==> src/rtl/ccd_pkg.sv <==
package ccd_pkg;

    localparam int DOT_W   = 3;  // holds dot divide up to 7
    localparam int J_STAGES = 8; // Johnson stages, max even period 16
    localparam int JIDX_W  = $clog2(J_STAGES);
    localparam int ODD_W   = 4;  // odd divide counter width
    localparam int PH_W    = 3;  // dot phase width

    typedef enum logic [1:0] {
        REG_SIXTY = 2'd0,
        REG_FIFTY = 2'd1,
        REG_CLONE = 2'd2,
        REG_RSVD  = 2'd3
    } region_e;

    typedef struct packed {
        logic [DOT_W-1:0]  dot_div;  // dot period in master cycles
        logic              cpu_odd;  // use binary counter for CPU
        logic [JIDX_W-1:0] j_last;   // last active Johnson stage
        logic [ODD_W-1:0]  odd_div;  // binary CPU period
    } ratio_t;

    function automatic ratio_t ratio_of(input region_e r);
        ratio_t x;
        case (r)
            REG_FIFTY: x = '{dot_div: DOT_W'(5), cpu_odd: 1'b0,
                             j_last: JIDX_W'(7), odd_div: ODD_W'(15)};
            REG_CLONE: x = '{dot_div: DOT_W'(5), cpu_odd: 1'b1,
                             j_last: JIDX_W'(7), odd_div: ODD_W'(15)};
            default:   x = '{dot_div: DOT_W'(4), cpu_odd: 1'b0,
                             j_last: JIDX_W'(5), odd_div: ODD_W'(15)};
        endcase
        return x;
    endfunction

endpackage

==> src/rtl/ccd_mod_counter.sv <==
module ccd_mod_counter #(
    parameter int W = 4
) (
    input  logic         clk,
    input  logic         rst,
    input  logic [W-1:0] div,
    output logic         tick
);
    logic [W-1:0] cnt;

    always_ff @(posedge clk) begin
        if (rst)                     cnt <= '0;
        else if (cnt == div - 1'b1)  cnt <= '0;
        else                         cnt <= cnt + 1'b1;
    end

    assign tick = (cnt == '0);

    p_tick_no_repeat_r6: assert property (@(posedge clk) disable iff (rst)
        (tick && div > W'(1)) |=> !tick);
endmodule

==> src/rtl/ccd_johnson_div.sv <==
module ccd_johnson_div #(
    parameter int STAGES = 8,
    parameter int IW     = $clog2(STAGES)
) (
    input  logic          clk,
    input  logic          rst,
    input  logic [IW-1:0] last,
    output logic          tick
);
    logic [STAGES-1:0] q, nxt;

    generate
        for (genvar i = 0; i < STAGES; i++) begin : g_stage
            if (i == 0) begin : g_head
                assign nxt[0] = ~q[last];
            end else begin : g_body
                assign nxt[i] = (IW'(i) <= last) ? q[i-1] : 1'b0;
            end
        end
    endgenerate

    always_ff @(posedge clk) begin
        if (rst) q <= '0;
        else     q <= nxt;
    end

    assign tick = (q == '0);

    p_jtick_no_repeat_r6: assert property (@(posedge clk) disable iff (rst)
        tick |=> !tick);
    p_ring_shape_r6: assert property (@(posedge clk) disable iff (rst)
        $countones(q ^ (q >> 1)) <= 2);
endmodule

==> src/rtl/ccd_phase_track.sv <==
module ccd_phase_track #(
    parameter int PW = 3
) (
    input  logic          clk,
    input  logic          rst,
    input  logic          dot_en,
    input  logic          cpu_en,
    output logic [PW-1:0] phase
);
    always_ff @(posedge clk) begin
        if (rst)         phase <= '0;
        else if (cpu_en) phase <= dot_en ? PW'(1) : '0;
        else if (dot_en) phase <= phase + 1'b1;
    end

    p_phase_wrap_r7: assert property (@(posedge clk) disable iff (rst)
        cpu_en |=> (phase == ($past(dot_en) ? PW'(1) : PW'(0))));
endmodule

==> src/rtl/region_clock_div.sv <==
module region_clock_div
    import ccd_pkg::*;
(
    input  logic       clk,
    input  logic       rst,
    input  logic [1:0] region_sel,
    output logic       dot_en,
    output logic       cpu_en,
    output logic [2:0] dot_phase
);
    region_e region_q;
    ratio_t  rat;
    logic    dot_tick, even_tick, odd_tick;

    always_ff @(posedge clk) begin
        if (rst) region_q <= region_e'(region_sel);
    end

    assign rat = ratio_of(region_q);

    ccd_mod_counter #(.W(DOT_W)) u_dot (
        .clk(clk), .rst(rst), .div(rat.dot_div), .tick(dot_tick));

    ccd_johnson_div #(.STAGES(J_STAGES), .IW(JIDX_W)) u_even (
        .clk(clk), .rst(rst), .last(rat.j_last), .tick(even_tick));

    ccd_mod_counter #(.W(ODD_W)) u_odd (
        .clk(clk), .rst(rst), .div(rat.odd_div), .tick(odd_tick));

    assign dot_en = dot_tick & ~rst;
    assign cpu_en = (rat.cpu_odd ? odd_tick : even_tick) & ~rst;

    ccd_phase_track #(.PW(PH_W)) u_phase (
        .clk(clk), .rst(rst), .dot_en(dot_en), .cpu_en(cpu_en),
        .phase(dot_phase));

    p_reset_quiet_r5: assert property (@(posedge clk)
        rst |-> (!dot_en && !cpu_en));
    p_release_aligned_r5: assert property (@(posedge clk)
        $fell(rst) |-> (dot_en && cpu_en));
    p_dot_single_r6: assert property (@(posedge clk) disable iff (rst)
        dot_en |=> !dot_en);
    p_cpu_single_r6: assert property (@(posedge clk) disable iff (rst)
        cpu_en |=> !cpu_en);
    p_phase_bound_r7: assert property (@(posedge clk) disable iff (rst)
        dot_phase <= 3'd4);
    p_region_hold_r9: assert property (@(posedge clk) disable iff (rst)
        !$fell(rst) |-> $stable(region_q));
endmodule

==> config.mk <==
export PLATFORM = sky130hd
export DESIGN_NAME = region_clock_div
export DESIGN_NICKNAME = d
export VERILOG_FILES = /design/src/rtl/ccd_pkg.sv /design/src/rtl/ccd_mod_counter.sv /design/src/rtl/ccd_johnson_div.sv /design/src/rtl/ccd_phase_track.sv /design/src/rtl/region_clock_div.sv
export SDC_FILE = /design/constraint.sdc
export NUM_CORES = 1
export LEC_CHECK = 0
export CAP_MARGIN = 20
export CORE_MARGIN = 2
export CORE_UTILIZATION = 50
export CTS_BUF_LIST = sky130_fd_sc_hd__clkbuf_16
export DETAILED_ROUTE_END_ITERATION = 7
export HOLD_SLACK_MARGIN = 0.05
export PLACE_DENSITY = 0.83
export SETUP_SLACK_MARGIN = 0.3
export SLEW_MARGIN = 20
export SYNTH_ARGS = -nofsm -noshare
export SYNTH_HDL_FRONTEND = slang
export SYNTH_SLANG_ARGS = --single-unit
==> constraint.sdc <==
create_clock -name clk -period 3.7 [get_ports clk]
set_input_delay 0.74 -clock clk [delete_from_list [all_inputs] [get_ports clk]]
set_output_delay 0.74 -clock clk [all_outputs]
set_load 0.01 [all_outputs]
==> results by group <==
GRT
  – Global-route wire length before repair: approximately 2600 um
  – Number of global-route vias before repair: 607
  – Pin count of the biggest net entering global routing: 13
  – Number of antenna violations at the first check in global routing: 0
  – Global route total overflow: 0
  – Overall global routing resource usage: between 10% and 20%

Place
  – Gpl congestion: approximately 0.72
  – Port Buffer Count: 8
  – Total half-perimeter wirelength after legalization and detailed placement: between 900 and 1000 um

Detailed routing
  – Number of detailed-routing iterations run before antenna repair: 2
  – Iteration-0 DRC count of the detailed router: 5
  – Wire length after detailed routing: 1400 um
  – Routed vias: ~580
  – Number of design rule violations left after detail routing: 0
  – Vias/cell: 5.36
  – Average wire length per cell after detail routing: roughly 13 um
  – Residual antenna-violating net count after detailed routing: 0

Floorplanning
  – Rows: 14
  – Die Area: a little under 2000 sq um
  – Core outline area: 1520 sq um
  – Die Wd: 44.5 um
  – IO Count: 9
  – Die H: roughly 44 um
  – Initial Utilization: 53.7%

CTS
  – H-tree lvl count: 1
  – Hold Buf Count CTS: 0
  – Clock tree root driver cell: sky130_fd_sc_hd__clkbuf_16
  – Buffers inserted by post-CTS timing repair: 0
  – Clock latency of the later-clocked register in the worst-skew pair: between 0.2 and 0.3 ns
  – Clock tree sinks: 20
  – Post-CTS Resized: 0
  – TritonCTS clock tree: yes
  – Number of buffers inserted during clock tree synthesis: 3
  – Number of buffers on the longest clock path: 2
  – Clock transition at the register clock pins on the worst setup and hold paths after CTS: around 0.050 ns

Timing
  – Portion of the clock cycle consumed by the worst path in the final layout: between 70 and 80%
  – Setup violators final: 0
  – Final number of hold-violating endpoints: 0
  – Clock tree skew after final layout: 0.00179 ns
  – Worst slew pin tran: 0.452 ns
  – Setup TNS: 0 ns
  – Setup repair after global routing missed its margin: false
  – Maximum clock rate: 350 MHz
  – Time the worst path needs with I/O delays and setup: approximately 2.9 ns
  – Final number of max-transition violations: 0
  – Slew HR: 69.8%

Power and ir drop
  – P per Cell Area: around 530 nW/um^2
  – Leakage power total: approximately 0.40 nW
  – Worst-case vdd ir drop: approximately 0.00039 V

Setup path
  – Highest-delay cell along the critical path: sky130_fd_sc_hd__clkdlybuf4s50_1
  – Most common cell type on the critical path: sky130_fd_sc_hd__clkdlybuf4s50_1
  – Count of buffering cells on the critical path with inverters included: 2
  – Required arrival time at the worst endpoint: a little under 3 ns
  – List of cells traversed by the critical path: clkdlybuf4s50_1 -> nor2b_1 -> clkdlybuf4s50_1
  – Critical path's top delay family: buffers and inverters
  – Sort of element at the end of the critical path: output pin
  – Critical Path Source Type: primary input
  – Largest driver fanout on the critical path: 12
  – Largest stage delay on the critical path: about 0.64 ns
  – Arrival time worst endpoint: ~2.1 ns
  – Crit path kind: in2out

Synthesis
  – Post-synthesis cell type count: 24
  – Post-synth design cell area: 818 sq um
  – Synthesized area divided by synthesized cell count: around 10 sq um
  – Flops & latches, synth: 20
  – Register area share after synthesis: 51.4%
  – Net Count, Synth: a little over 90
  – Post-Synthesis Cells: 81
  – Synthesis Warnings: 0

Final layout
  – Post-route core utilization: between 60% and 70%
  – Antenna Cells: 0
  – Area added between synthesis and finish: 21.9%
  – Final net count: 104
  – Fraction of final layout cells with drive strength greater than 1: about 5.4%

Outcome
  – Run status: finished, final reports clean

Min path
  – Type of the tightest min-delay check: reg2reg

Flow run
  – Max capacitance violation total: 0
-- power breakdown --
part           internal (W)  total [W]  switching (W)
Clock              0.000144   0.000219      0.0000755
Combinational     0.0000339  0.0000677      0.0000338
Sequential         0.000232   0.000243      0.0000109
Total              0.000410   0.000530       0.000120
-- final cells by class --
class / count / area [sq um]
clock buffers: 3 / 75.1
inverters: 8 / 30.0
fillers: 112 / 527
well taps: 16 / 20.0
multi-input cells: 51 / 360
clock inverters: 1 / 3.75
repair buffers: 9 / 87.6
flip-flops and latches: 20 / 420
-- worst reg2reg max path, stage by stage (launching register included) --
cell                       delay, ns
sky130_fd_sc_hd__dfxtp_1        0.38
sky130_fd_sc_hd__inv_1          0.09
sky130_fd_sc_hd__ha_1           0.19
sky130_fd_sc_hd__nor4bb_1       0.12
sky130_fd_sc_hd__a31o_2         0.25
sky130_fd_sc_hd__or3_1          0.31
sky130_fd_sc_hd__a21oi_1        0.14
-- registers in the layout (all words and copies together), names as in the netlist --
signal,flops
u_even.q,8
u_odd.cnt,4
u_dot.cnt,3
u_phase.phase,3
region_q,2
-- cell usage in the layout, fill, tap and decap left out --
cell / Yosys / final
sky130_fd_sc_hd__nor4_1: 1 / 1
sky130_fd_sc_hd__or3_1: 1 / 1
sky130_fd_sc_hd__nor4bb_1: 1 / 1
sky130_fd_sc_hd__a31o_2: 1 / 1
sky130_fd_sc_hd__ha_1: 7 / 7
sky130_fd_sc_hd__nor2b_1: 10 / 10
sky130_fd_sc_hd__xor2_1: 1 / 1
sky130_fd_sc_hd__nand3b_1: 1 / 1
sky130_fd_sc_hd__o21ai_0: 3 / 3
sky130_fd_sc_hd__clkbuf_16: 0 / 3
sky130_fd_sc_hd__a311oi_1: 2 / 2
sky130_fd_sc_hd__edfxtp_1: 2 / 2
sky130_fd_sc_hd__inv_1: 8 / 9
sky130_fd_sc_hd__buf_4: 0 / 1
sky130_fd_sc_hd__nor3b_1: 2 / 2
sky130_fd_sc_hd__a21oi_1: 6 / 6
sky130_fd_sc_hd__or4_1: 1 / 1
sky130_fd_sc_hd__nor3_1: 3 / 3
sky130_fd_sc_hd__a211oi_1: 3 / 3
sky130_fd_sc_hd__clkdlybuf4s50_1: 0 / 8
sky130_fd_sc_hd__nand3_1: 1 / 1
sky130_fd_sc_hd__dfxtp_1: 18 / 18
sky130_fd_sc_hd__mux2i_1: 1 / 1
sky130_fd_sc_hd__nand2_1: 2 / 2
sky130_fd_sc_hd__nor2_1: 3 / 3
sky130_fd_sc_hd__a31oi_1: 1 / 1
-- through the flow --
| stage | instances | setup slack [ns] | power [W] | hold slack (ns) | instance area, sq um |
|---|---|---|---|---|---|
| 3_5_place_dp | 104 | 0.820 | 0.000315 | 0.457 | 918 |
| 6_report | 108 | 0.842 | 0.000530 | 0.462 | 997 |
| 3_3_place_gp | 104 | 0.845 | 0.000311 | 0.448 | 918 |
| 5_1_grt | 108 | 0.754 | 0.000558 | 0.479 | 997 |
| 4_1_cts | 108 | 0.822 | 0.000536 | 0.465 | 997 |
| 2_1_floorplan | 81 | 1.79 | 0.000289 | 0.429 | 818 |
-- cell usage after synthesis --
cell type / count / area [sq um]
sky130_fd_sc_hd__nor2b_1: 10 / 62.6
sky130_fd_sc_hd__clkbuf_1: 2 / 7.51
sky130_fd_sc_hd__or3_1: 1 / 6.26
sky130_fd_sc_hd__or4_1: 1 / 7.51
sky130_fd_sc_hd__nor3b_1: 2 / 15.0
sky130_fd_sc_hd__a31oi_1: 1 / 6.26
sky130_fd_sc_hd__nand3_1: 1 / 5.00
sky130_fd_sc_hd__xor2_1: 1 / 8.76
sky130_fd_sc_hd__ha_1: 7 / 87.6
sky130_fd_sc_hd__nor4bb_1: 1 / 10.0
sky130_fd_sc_hd__nand3b_1: 1 / 7.51
sky130_fd_sc_hd__edfxtp_1: 2 / 60.1
sky130_fd_sc_hd__nor2_1: 3 / 11.3
sky130_fd_sc_hd__mux2i_1: 1 / 10.0
sky130_fd_sc_hd__a31o_2: 1 / 8.76
sky130_fd_sc_hd__o21ai_0: 3 / 15.0
sky130_fd_sc_hd__inv_1: 8 / 30.0
sky130_fd_sc_hd__nor4_1: 1 / 6.26
sky130_fd_sc_hd__a311oi_1: 2 / 17.5
sky130_fd_sc_hd__a211oi_1: 3 / 22.5
sky130_fd_sc_hd__dfxtp_1: 18 / 360
sky130_fd_sc_hd__nand2_1: 2 / 7.51
sky130_fd_sc_hd__a21oi_1: 6 / 30.0
sky130_fd_sc_hd__nor3_1: 3 / 15.0
-- cells by family (layout without fill, tap and decap cells) --
logic type | Yosys count | in the layout | share of synthesized area [%]
DFF | 20 | 20 | 51.4
buffers and inverters | 10 | 21 | 4.59
AOI/OAI and AO/OA | 16 | 16 | 12.2
and+or+nand+nor | 26 | 26 | 18.8
muxes | 1 | 1 | 1.22
adders and majority gates | 7 | 7 | 10.7
xor gates and xnor gates | 1 | 1 | 1.07
-- metal layers --
metal	up-vias	global-route usage (%)	routed length, um
met1	268	22.3	615
met3	2	7.35	52
met4	0	7.27	18
met5	-	0	0
li1	302	-	-
met2	7	30.3	709
-- final timing paths --
path,depth (start not counted),end,from,slack (ns)
worst min register to register,1,u_even.q[1]$_SDFF_PP0_,u_even.q[0]$_SDFF_PP0_,0.46
worst max register to register,6,u_phase.phase[0]$_SDFFE_PP0P_,u_odd.cnt[0]$_SDFF_PP0_,2.15
worst min-delay path,1,u_even.q[1]$_SDFF_PP0_,u_even.q[0]$_SDFF_PP0_,0.46
worst max-delay path,3,cpu_en,rst,0.84
Power figures use the tool's default switching activity.
